File: src/rtl/xbar_arb_pkg.sv
// Package: shared types for the slave port arbiter.
// Assumes nothing beyond IEEE 1800-2017 synthesizable constructs.
package xbar_arb_pkg;

    // Ownership state of the slave port
    typedef enum logic {
        PORT_FREE = 1'b0,
        PORT_HELD = 1'b1
    } port_state_e;

endpackage

File: src/rtl/spa_prio_pick.sv
// Module: spa_prio_pick
// Combinational selection of the highest-ranked requester.
// Assumes every master has a distinct level, so the winner is unique.
// HIGH_WINS picks whether a larger or a smaller level ranks higher.
module spa_prio_pick #(
    parameter int N_MASTERS = 3,
    parameter int PRIO_W    = 3,
    parameter logic [N_MASTERS*PRIO_W-1:0] PRIO_LEVELS = {3'd5, 3'd6, 3'd7},
    parameter bit HIGH_WINS = 1'b1,
    localparam int IDX_W    = (N_MASTERS > 1) ? $clog2(N_MASTERS) : 1
) (
    input  logic [N_MASTERS-1:0] req,
    output logic                 win_valid,
    output logic [IDX_W-1:0]     win_idx
);

    logic [PRIO_W-1:0] rank [N_MASTERS];

    // Per-master rank: the level itself, or its complement for reversed polarity
    for (genvar g = 0; g < N_MASTERS; g++) begin : g_rank
        if (HIGH_WINS) begin : g_hi
            assign rank[g] = PRIO_LEVELS[g*PRIO_W +: PRIO_W];
        end else begin : g_lo
            assign rank[g] = ~PRIO_LEVELS[g*PRIO_W +: PRIO_W];
        end
    end

    logic [PRIO_W-1:0] best_rank;

    // Scan the requesters and keep the one with the largest rank
    always_comb begin
        win_valid = 1'b0;
        win_idx   = '0;
        best_rank = '0;
        for (int i = 0; i < N_MASTERS; i++) begin
            if (req[i] && (!win_valid || rank[i] > best_rank)) begin
                win_valid = 1'b1;
                win_idx   = IDX_W'(i);
                best_rank = rank[i];
            end
        end
    end

endmodule

File: src/rtl/spa_burst_track.sv
// Module: spa_burst_track
// Counts the beats of the owner's fixed-length burst and flags the beat
// whose completion ends the owner's transfer.
// Assumes: a burst is announced at the done of its first beat; clear is high
// whenever the port has no owner.
module spa_burst_track #(
    parameter int LEN_W = 4
) (
    input  logic             clk,
    input  logic             rst_n,
    input  logic             clear,
    input  logic             beat_done,
    input  logic             start,
    input  logic [LEN_W-1:0] len,
    output logic             in_burst,
    output logic             xfer_end
);

    logic [LEN_W-1:0] remain;
    logic             long_start;

    // A burst only matters if it has more than one beat
    assign long_start = start && (len > LEN_W'(1));

    // The transfer ends on a single beat, or on the final beat of a burst
    assign xfer_end = beat_done && (in_burst ? (remain == LEN_W'(1)) : !long_start);

    // Load the count on the first beat and decrement it on each later beat
    always_ff @(posedge clk) begin
        if (!rst_n || clear) begin
            in_burst <= 1'b0;
            remain   <= '0;
        end else if (beat_done) begin
            if (in_burst) begin
                if (remain == LEN_W'(1)) begin
                    in_burst <= 1'b0;
                    remain   <= '0;
                end else begin
                    remain <= remain - LEN_W'(1);
                end
            end else if (long_start) begin
                in_burst <= 1'b1;
                remain   <= len - LEN_W'(1);
            end
        end
    end


    burst_count_live_chk: assert property (@(posedge clk) disable iff (!rst_n)
        in_burst |-> remain != '0);


    burst_continues_chk: assert property (@(posedge clk) disable iff (!rst_n)
        (in_burst && beat_done && !clear && remain > LEN_W'(1)) |=> in_burst);

endmodule

File: src/rtl/xbar_slave_arbiter.sv
// Module: xbar_slave_arbiter
// Fixed-priority ownership of one crossbar slave port. Re-arbitrates on
// every edge. The owner is replaced only at the end of a transfer (never inside
// a burst), and a change of owner always passes through one free cycle.
// Assumes distinct levels and that xfer_done is meaningful only while owned.
module xbar_slave_arbiter
    import xbar_arb_pkg::*;
#(
    parameter int N_MASTERS = 3,
    parameter int PRIO_W    = 3,
    parameter int LEN_W     = 4,
    parameter logic [N_MASTERS*PRIO_W-1:0] PRIO_LEVELS = {3'd5, 3'd6, 3'd7},
    parameter bit HIGH_WINS = 1'b1,
    localparam int IDX_W    = (N_MASTERS > 1) ? $clog2(N_MASTERS) : 1
) (
    input  logic                       clk,
    input  logic                       rst_n,
    input  logic [N_MASTERS-1:0]       req,
    input  logic [N_MASTERS-1:0]       burst_start,
    input  logic [N_MASTERS*LEN_W-1:0] burst_len,
    input  logic                       xfer_done,
    output logic [N_MASTERS-1:0]       grant,
    output logic [IDX_W-1:0]           owner_idx,
    output logic                       owner_valid
);

    port_state_e      state;
    logic             win_valid;
    logic [IDX_W-1:0] win_idx;
    logic             own_req;
    logic             own_start;
    logic [LEN_W-1:0] own_len;
    logic             in_burst;
    logic             xfer_end;
    logic             keep_owner;

    spa_prio_pick #(
        .N_MASTERS  (N_MASTERS),
        .PRIO_W     (PRIO_W),
        .PRIO_LEVELS(PRIO_LEVELS),
        .HIGH_WINS  (HIGH_WINS)
    ) u_pick (
        .req      (req),
        .win_valid(win_valid),
        .win_idx  (win_idx)
    );

    // Select the current owner's request and burst fields
    always_comb begin
        own_req   = 1'b0;
        own_start = 1'b0;
        own_len   = '0;
        for (int i = 0; i < N_MASTERS; i++) begin
            if (owner_idx == IDX_W'(i)) begin
                own_req   = req[i];
                own_start = burst_start[i];
                own_len   = burst_len[i*LEN_W +: LEN_W];
            end
        end
    end

    spa_burst_track #(
        .LEN_W(LEN_W)
    ) u_burst (
        .clk      (clk),
        .rst_n    (rst_n),
        .clear    (state == PORT_FREE),
        .beat_done(state == PORT_HELD && xfer_done),
        .start    (own_start),
        .len      (own_len),
        .in_burst (in_burst),
        .xfer_end (xfer_end)
    );

    // The owner stays on only if it still requests and is still the winner
    assign keep_owner = own_req && win_valid && (win_idx == owner_idx);

    // Ownership register: claim a free port, release it at a lost transfer end
    always_ff @(posedge clk) begin
        if (!rst_n) begin
            state     <= PORT_FREE;
            owner_idx <= '0;
        end else if (state == PORT_FREE) begin
            if (win_valid) begin
                state     <= PORT_HELD;
                owner_idx <= win_idx;
            end
        end else if (xfer_end && !keep_owner) begin
            state <= PORT_FREE;
        end
    end

    assign owner_valid = (state == PORT_HELD);

    // Decode the owner index into the one-hot grant
    always_comb begin
        grant = '0;
        if (owner_valid) begin
            for (int i = 0; i < N_MASTERS; i++) begin
                grant[i] = (owner_idx == IDX_W'(i));
            end
        end
    end


    idle_claim_chk: assert property (@(posedge clk) disable iff (!rst_n)
        (!owner_valid && (req != '0)) |=> owner_valid);


    claim_was_requested_chk: assert property (@(posedge clk) disable iff (!rst_n)
        $rose(owner_valid) |-> (($past(req) & grant) != '0));


    hold_until_done_chk: assert property (@(posedge clk) disable iff (!rst_n)
        (owner_valid && !xfer_done) |=> (owner_valid && $stable(owner_idx)));


    handoff_bubble_chk: assert property (@(posedge clk) disable iff (!rst_n)
        (owner_valid && $past(owner_valid)) |-> (owner_idx == $past(owner_idx)));


    burst_no_preempt_chk: assert property (@(posedge clk) disable iff (!rst_n)
        (owner_valid && in_burst && !xfer_end) |=> owner_valid);

endmodule

File: config.mk
export PLATFORM = sky130hd
export DESIGN_NAME = xbar_slave_arbiter
export DESIGN_NICKNAME = d
export VERILOG_FILES = /design/src/rtl/xbar_arb_pkg.sv /design/src/rtl/spa_prio_pick.sv /design/src/rtl/spa_burst_track.sv /design/src/rtl/xbar_slave_arbiter.sv
export SDC_FILE = /design/constraint.sdc
export NUM_CORES = 1
export LEC_CHECK = 0
export ABC_AREA = 1
export BUFFER_PORTS_ARGS = -buffer_cell sky130_fd_sc_hd__buf_2
export CAP_MARGIN = 20
export CORE_MARGIN = 2
export CORE_UTILIZATION = 43
export DETAILED_ROUTE_END_ITERATION = 16
export PLACE_DENSITY = 0.69
export SYNTH_ARGS = -nofsm -noshare
export SYNTH_HDL_FRONTEND = slang
export SYNTH_SLANG_ARGS = --single-unit
File: constraint.sdc
create_clock -name clk -period 1.75 [get_ports clk]
set_input_delay 0.35 -clock clk [delete_from_list [all_inputs] [get_ports clk]]
set_output_delay 0.35 -clock clk [all_outputs]
set_load 0.02 [all_outputs]
==> results_dict.tcl, run 1 <==
set metrics [dict create \
    synthFlopType "dfxtp_1" \
    async_flop_share_pct 0 \
    crit_path_end_kind "flip-flop" \
    grt_pass1_wl_um 2900 \
    drive_gt1_share_pct 50.0 \
    critPathMostFrequentCell "nand2_2" \
    layout.nets 193 \
    vias 901 \
    die_h_um 47.9 \
    ys_warn_count 0 \
    syn_inst 129 \
    htreeDepth 1 \
    grt_max_degree 9 \
    area_delta_synth_final_pct 38.1 \
    place_area_sq_um 985 \
    slew_viol_final 0 \
    final_antenna_net_count 0 \
    n_antenna_cell 0 \
    min_period_over_period_pct 96.1 \
    slew-limit-headroom_pct 83.2 \
    hold_buffers 0 \
    cts_buffers 3 \
    syn_nets 154 \
    antenna_found_initial 0 \
    fin_tns_setup_ns 0 \
    avgRoutedWirePerCell_um 10.1 \
    fill_cells 168 \
    synth.avg_cell_area_sq_um 6.42 \
    viasPerCell 4.72 \
    overflow 0 \
    min_path_type "in -> reg" \
    power_density_nw_per_um2 775 \
    maxCapViolCount 0 \
    cp_max_fo 7 \
    cp_data_arrival_time_ns 1.87 \
    synth_cell_types 24 \
    synth_area_sq_um 828 \
    drtPass1Iterations 4 \
    finalSetupViolCount 0 \
    cp_slowest_cell "dfxtp_4" \
    worstMarginPinSlew_ns 0.252 \
    die_area_sq_um 2290 \
    finalHoldViolCount 0 \
    track_usage_pct 17.6 \
    yosys_register_bits 8 \
    worstSkewPairLatency_ns 0.26 \
    clk_transition_reported_paths_ns 0.06 \
    core_area_sq_um 1760 \
    p_leak_nw 0.591 \
    status "completed" \
    required_ns 1.94 \
    io_pins 27 \
    wl_um 1930 \
    num_rows 15 \
    place_congestion 0.850 \
    hold_slack_ns 0.359 \
    first_global_vias 734 \
    cts.path.max_buffers 2 \
    fin_crit_ns 1.68 \
    cts_tree "done" \
    final_cell_area_sq_um 1140 \
    crit_path_max_incr_delay_ns 0.41 \
    synth_edf_count 0 \
    fin_skew_ns 0.0122 \
    die_w_um 47.9 \
    final_cell_mix "nand2_1 (26), buf_2 (26), nor2_1 (17)" \
    worstPathCellList "inv_8 -> nand3_2 -> nand2_2 -> nor2_4 -> inv_2 -> ha_4 -> nor2_2 -> nor2_2 -> nand2_2 -> nand2_2 -> nand2_2 -> nand2_4 -> nand2_1 -> nand2_1 -> nor2_1" \
    yosysSeqAreaShare_pct 19.3 \
    cts.sinks 8 \
    max-vdd-ir-drop_mv 0.560 \
    portBuffers 26 \
    max_freq_mhz 595 \
    grt_setup_unrepaired "true" \
    hpwl_um 1420 \
    drc 0 \
    cts-root-buf "clkbuf_4" \
    critPathKind "reg -> reg" \
    startpoint_type "flip-flop" \
    dr.first_iter.drc_count 14 \
    initial_utilization_pct 47.0 \
]
==> per-layer routing <==
| layer | GRT usage (%) | vias to the layer above | share of wire, % |
|---|---|---|---|
| met2 | 30.4 | 18 | 48 |
| met1 | 22.8 | 399 | 47 |
| met5 | 0 | - | 0 |
| met3 | 1.13 | 5 | 3.0 |
| met4 | 6.49 | 0 | 1.3 |
| li1 | - | 479 | - |
==> final cells by class <==
type | count | area, sq um | area share [%]
sequential | 8 | 168 | 14.7
inverter | 19 | 86.3 | 7.55
timing repair buffer | 36 | 205 | 17.9
multi-input combinational | 100 | 631 | 55.1
tap | 25 | 31.3 | 2.74
clock buffer | 3 | 22.5 | 1.97
==> worst max-delay path: cells and delay by family, from the launching register on <==
family	cells	cell delay, ns
buf+inv	2	0.13
fa+ha+maj	1	0.15
flops	1	0.41
simple gates	12	0.93
==> path summary, 6_finish.rpt <==
kind / startpoint / to / slack (ns) / cells after the start
worst max-delay path: owner_idx[1] / u_burst.remain[0] / 0.07 / 15
worst min-delay path: xfer_done / u_burst.in_burst / 0.36 / 3
worst max register to register: owner_idx[1] / u_burst.remain[0] / 0.07 / 15
worst min register to register: owner_idx[0] / owner_idx[0] / 0.55 / 2
==> synthesized netlist by cell type (all sizes together) (2+ instances only) <==
cell	instances	area share, %
a21oi	2	1.2
nor2	29	18
dfxtp	8	19
nand2	38	22
inv	19	10
nand3	16	12
o21ai	5	3.0
ha	4	6.0
buf	2	2.7
==> flip-flops by register name, summed over array words and instances, names as in the netlist <==
name,count
u_burst.in_burst,1
u_burst.remain,4
owner_valid,1
owner_idx,2
==> timing repair <==
item,in CTS,in global routing
resized for setup,0,20
setup buffers,0,8
endpoints found under the hold margin,0,0
endpoints found under the setup margin,0,6
==> kinds of logic (layout without fill, tap and decap cells) <==
family,Yosys count,after routing,synth area share [%]
xor+xnor,1,1,1.06
mux,1,1,1.21
compound gates,9,9,6.04
flops,8,8,19.3
simple gates,85,85,53.5
fa+ha+maj,4,4,6.04
buf+inv,21,58,12.8
==> metrics by stage <==
| stage | utilization [%] | setup WS [ns] | total power, W | instances |
|---|---|---|---|---|
| after floorplan | - | 0.0746 | 0.000571 | 129 |
| after global placement | 55.8 | 0.0485 | 0.000676 | 180 |
| after detailed placement | 55.8 | 0.0393 | 0.000674 | 180 |
| after CTS | 57.1 | 0.0244 | 0.000819 | 183 |
| after global routing | 64.8 | -0.0503 | 0.000963 | 191 |
| final | 64.8 | 0.0682 | 0.000886 | 191 |
==> where the power goes <==
part	internal [W]	switching (W)
clock network	0.0000786	0.0000645
logic	0.000200	0.000300
registers	0.000208	0.0000348
total	0.000487	0.000399
(Power assumes the default switching activity.)
==> run 2: changes to the inputs <==
--- a/config.mk
+++ b/config.mk
@@ -11,7 +11,7 @@
 export CORE_MARGIN = 2
 export CORE_UTILIZATION = 43
 export DETAILED_ROUTE_END_ITERATION = 16
-export PLACE_DENSITY = 0.69
+export PLACE_DENSITY = 0.78
 export SYNTH_ARGS = -nofsm -noshare
 export SYNTH_HDL_FRONTEND = slang
 export SYNTH_SLANG_ARGS = --single-unit
==> run 2 against run 1 <==
  * Combinational power about the same
  * Critical path depth decreased by 1
  * Worst setup slack got worse by 0.015 ns
  * First-iteration DRC count decreased by 57%
  * Maximum frequency decreased by 0.86%
==> results_dict.tcl, run 2 (synthesis results as in run 1) <==
set metrics [dict create \
    status "completed" \
    fin_cells 188 \
    final_cell_area_sq_um 1110 \
    slew-limit-headroom_pct 81.7 \
    overflow 0 \
    dr.first_iter.drc_count 6 \
    final_antenna_net_count 0 \
    place_congestion 0.888 \
    clk_transition_reported_paths_ns 0.05 \
    power_density_nw_per_um2 802 \
    grt_pass1_wl_um 3230 \
    cts_buffers 3 \
    drc 0 \
    track_usage_pct 20.0 \
    cp_data_arrival_time_ns 1.85 \
    grt_setup_unrepaired "true" \
    max_freq_mhz 589 \
    layout.nets 190 \
    min_path_type "in -> reg" \
    vias 934 \
    top_register "u_burst.remain" \
    r2r-end "u_burst.remain[2]" \
    r2r_cells 14 \
    maxCapViolCount 0 \
    hold_end "u_burst.in_burst" \
    min_period_over_period_pct 96.9 \
    dp_cells 180 \
    die_area_sq_um 2290 \
    cts-root-buf "clkbuf_4" \
    fin_skew_ns 0.000503 \
    fin_crit_ns 1.70 \
    worstMarginPinSlew_ns 0.273 \
    worstSkewPairLatency_ns 0.26 \
    portBuffers 26 \
    dpl_worst_slack_ns 0.0172 \
    reg.largest.list "u_burst.remain x4, owner_idx x2" \
    critPathKind "reg -> reg" \
    max-vdd-ir-drop_mv 0.548 \
    wl_um 2140 \
    whs_path_depth 3 \
    num_rows 15 \
    cts.path.max_buffers 2 \
    core_area_sq_um 1760 \
    total_power_w 0.000888 \
    cp_max_fo 8 \
    initial_utilization_pct 47.0 \
    die_h_um 47.9 \
    required_ns 1.91 \
    io_pins 27 \
    drive_gt1_share_pct 46.6 \
    startpoint_type "flip-flop" \
    setup_ws_ns 0.0536 \
    die_w_um 47.9 \
    htreeDepth 1 \
    hpwl_um 1660 \
    p_leak_nw 0.576 \
    antenna_found_initial 0 \
    timing.rr.start "owner_idx[1]" \
    avgRoutedWirePerCell_um 11.4 \
    grt_max_degree 9 \
    finalSetupViolCount 0 \
    fin_util_pct 62.8 \
    min_from "xfer_done" \
    first_global_vias 866 \
    slew_viol_final 0 \
    hold_buffers 0 \
    final_cell_mix "nand2_1 (27), buf_2 (26), nor2_1 (19)" \
    drtPass1Iterations 4 \
    cts.sinks 8 \
    cts_tree "done" \
    n_antenna_cell 0 \
    layout_commonest_cell "nand2_1" \
    crit_path_end_kind "flip-flop" \
    viasPerCell 4.97 \
    place_area_sq_um 985 \
    largest_reg_flops 4 \
    finalHoldViolCount 0 \
    area_delta_synth_final_pct 33.7 \
    r2r_slack_ns 0.05 \
]
run 2: changes by cell type in the layout (fill, tap and decap cells not counted), sizes merged:
cell	delta
buf	-3
run 2: layout make-up:
cell class | count | area [sq um]
timing repair buffer | 33 | 183
inverter | 19 | 83.8
tap | 25 | 31.3
fill | 179 | 657
clock buffer | 3 | 22.5
sequential | 8 | 168
multi-input combinational | 100 | 619
run 2: metal layers:
layer  wire length (um)  GRT usage, %  vias up
li1                   -             -      478
met1                884          22.0      426
met2               1150          37.9       25
met3                 55          1.13        5
met4                 46          10.3        0
met5                  0             0        -
run 2: critical path, cell delays in order (launching register included):
cell and delay [ns]:
dfxtp_4 0.41, inv_8 0.06, nand3_1 0.09, nand2_2 0.08
nor2_4 0.18, ha_4 0.18, nor2_4 0.04, nor2_2 0.10
nand2_2 0.06, nand2_2 0.07, nand2_2 0.08, nand2_4 0.10
nand2_1 0.06, nand2_1 0.05, nor2_1 0.04
run 2: how the worst max path moves through the flow:
| stage | end | cells past startpoint | from |
|---|---|---|---|
| 6_report | u_burst.remain[2] | 14 | owner_idx[1] |
| 5_1_grt | u_burst.remain[0] | 15 | owner_idx[1] |
| 4_1_cts | u_burst.remain[0] | 14 | owner_idx[0] |
| 3_5_place_dp | u_burst.remain[0] | 14 | owner_idx[0] |
| 3_3_place_gp | owner_valid | 12 | owner_idx[0] |
| 2_1_floorplan | u_burst.remain[1] | 15 | owner_idx[0] |
run 2: report_power, final:
group	leakage (nW)	switching (W)	internal [W]
combinational	0.496	0.000303	0.000197
sequential	0.0668	0.0000343	0.000208
clock	0.0138	0.0000660	0.0000787
run 2: timing repair:
item | 4_1_cts | 5_1_grt
gates resized for setup | 0 | 15
hold endpoints to repair | 0 | 0
endpoints found under the setup margin | 0 | 6
setup buffers | 0 | 5
run 2: per-stage QoR:
| step | setup TNS, ns | hold WS [ns] |
|---|---|---|
| global placement | 0 | 0.530 |
| global route | -0.218 | 0.370 |
| floorplan | 0 | 0.479 |
| finish | 0 | 0.340 |
| CTS | 0 | 0.334 |
| detailed placement | 0 | 0.541 |
==> run 3: changes to the inputs <==
--- a/config.mk
+++ b/config.mk
@@ -8,10 +8,11 @@
 export ABC_AREA = 1
 export BUFFER_PORTS_ARGS = -buffer_cell sky130_fd_sc_hd__buf_2
 export CAP_MARGIN = 20
+export CORE_ASPECT_RATIO = 1.4
 export CORE_MARGIN = 2
-export CORE_UTILIZATION = 43
+export CORE_UTILIZATION = 41
 export DETAILED_ROUTE_END_ITERATION = 16
-export PLACE_DENSITY = 0.78
+export PLACE_DENSITY = 0.75
 export SYNTH_ARGS = -nofsm -noshare
 export SYNTH_HDL_FRONTEND = slang
 export SYNTH_SLANG_ARGS = --single-unit
==> run 3 against run 2 <==
  * Design area grew 2.9%
  * Combinational power grew 3%
  * Total power grew 0.95%
  * Worst setup slack gained 0.00097 ns
  * Largest power group unchanged
  * Highest routed layer unchanged
==> results_dict.tcl, run 3 (synthesis results as in run 1) <==
set metrics [dict create \
    r2r-end "u_burst.remain[2]" \
    crit_path_end_kind "flip-flop" \
    fin_tns_setup_ns 0 \
    dpl_worst_slack_ns 0.00494 \
    htreeDepth 1 \
    die_area_sq_um 2400 \
    maxCapViolCount 0 \
    sequentialPowerShare_pct 26.9 \
    cts.sinks 8 \
    fin_skew_ns 0.00344 \
    timing.rr.start "owner_idx[0]" \
    overflow 0 \
    worstMarginPinSlew_ns 0.258 \
    grt_pass1_wl_um 3240 \
    switchingPower_w 0.000397 \
    critPathMostFrequentCell "nand2_2" \
    p_int_w 0.000499 \
    final_antenna_net_count 0 \
    cts-root-buf "clkbuf_4" \
    cts_tree "done" \
    place_congestion 0.812 \
    num_rows 19 \
    multi_input_area_sq_um 612 \
    worstPathCellList "inv_6 -> nand3_2 -> nand2_2 -> nor2_4 -> inv_2 -> ha_4 -> nor2_4 -> nor2_2 -> nand2_2 -> nand2_2 -> nand2_2 -> nand2_4 -> nand2_2 -> nand2_1 -> nor2_1" \
    p_sw_share_pct 44.3 \
    layout_commonest_cell "nand2_1" \
    first_global_vias 844 \
    clk_transition_reported_paths_ns 0.05 \
    clockPowerShare_pct 15.6 \
    total_power_w 0.000896 \
    fill_cells 192 \
    top_register "u_burst.remain" \
    max-vdd-ir-drop_mv 0.498 \
    grt_setup_unrepaired "true" \
    r2r_cells 15 \
    antenna_found_initial 0 \
    cp_max_fo 7 \
    max_freq_mhz 590 \
    worst-path-buf-inv 2 \
    required_ns 1.94 \
    vias 931 \
    critPathKind "reg -> reg" \
    cts_buffers 3 \
    setup_ws_ns 0.0546 \
    final_cell_area_sq_um 1140 \
    drc 0 \
    worstSkewPairLatency_ns 0.25 \
    avgRoutedWirePerCell_um 10.9 \
    largest_reg_flops 4 \
    dr.first_iter.drc_count 22 \
    cp_data_arrival_time_ns 1.88 \
    crit_family "simple AND/OR/NAND/NOR gates" \
    status "completed" \
    drtPass1Iterations 4 \
    hpwl_um 1550 \
    fin_util_pct 59.2 \
    io_pins 27 \
    fin_crit_ns 1.70 \
    slew-limit-headroom_pct 82.8 \
    die_h_um 57.2 \
    place_area_sq_um 980 \
    slew_viol_final 0 \
    drive_gt1_share_pct 47.3 \
    whs_path_depth 3 \
    final_cell_mix "nand2_1 (28), buf_2 (26), nor2_1 (19)" \
    area_delta_synth_final_pct 37.6 \
    core_area_sq_um 1930 \
    cts.path.max_buffers 2 \
    min_path_type "in -> reg" \
    grt_max_degree 10 \
    crit_path_max_incr_delay_ns 0.40 \
    hold_end "u_burst.in_burst" \
    seqCellArea_sq_um 168 \
    viasPerCell 4.90 \
    startpoint_type "flip-flop" \
    die_w_um 42.0 \
    track_usage_pct 17.2 \
    hold_buffers 0 \
    portBuffers 26 \
    cp_slowest_cell "dfxtp_4" \
    n_antenna_cell 0 \
    min_from "xfer_done" \
    wl_um 2060 \
    min_period_over_period_pct 96.9 \
    finalHoldViolCount 0 \
    finalSetupViolCount 0 \
    layout.nets 196 \
    r2r_slack_ns 0.05 \
    pwr-share-comb_pct 57.5 \
    p_leak_nw 0.604 \
    power_density_nw_per_um2 786 \
    initial_utilization_pct 43.0 \
    reg.largest.list "u_burst.remain x4, owner_idx x2" \
]
==> run 3: worst max-delay path by stage <==
stage                       from           endpoint  slack [ns]  cells after the start
floorplan           owner_idx[0]  u_burst.remain[1]        0.07                     15
global placement    owner_idx[0]  u_burst.remain[3]        0.07                     14
detailed placement  owner_idx[0]  u_burst.remain[2]       0.005                     14
CTS                 owner_idx[1]  u_burst.remain[2]        0.03                     14
global route        owner_idx[0]  u_burst.remain[2]       -0.09                     15
finish              owner_idx[0]  u_burst.remain[2]        0.05                     15
==> run 3: power by group through the flow <==
stage | clock network, W | registers [W] | logic [W]
4_1_cts | 0.000149 | 0.000241 | 0.000435
3_5_place_dp | 0 | 0.000245 | 0.000433
6_report | 0.000140 | 0.000241 | 0.000515
2_1_floorplan | 0 | 0.000249 | 0.000322
3_3_place_gp | 0 | 0.000244 | 0.000426
5_1_grt | 0.000157 | 0.000245 | 0.000571
==> run 3: worst min-delay path: cells and delay by family <==
| kind | cells | cell delay, ns |
|---|---|---|
| buffers and inverters | 1 | 0.09 |
| and+or+nand+nor | 2 | 0.11 |
==> run 3: layout make-up <==
type | count | area share [%]
tap | 21 | 2.31
inverter | 19 | 7.35
sequential | 8 | 14.7
clock buffer | 3 | 1.98
multi-input combinational | 100 | 53.7
timing repair buffer | 39 | 20.0
==> run 3: through the flow <==
step,hold slack [ns],instances
after floorplan,0.479,129
after global placement,0.524,176
after detailed placement,0.533,176
after CTS,0.334,179
after global routing,0.347,190
final,0.339,190
==> run 3: what timing repair did <==
action / 4_1_cts / 5_1_grt
resized for setup: 1 / 12
pin swaps: 0 / 9
buffers inserted: 0 / 11
setup endpoints to repair: 4 / 6
==> run 3: per-layer routing <==
metal	part of all wire [%]	GRT usage [%]	vias to the layer above
li1	-	-	481
met4	1.8	9.68	0
met5	0	0	-
met3	4.9	2.85	5
met2	54	31.9	28
met1	39	17.9	417
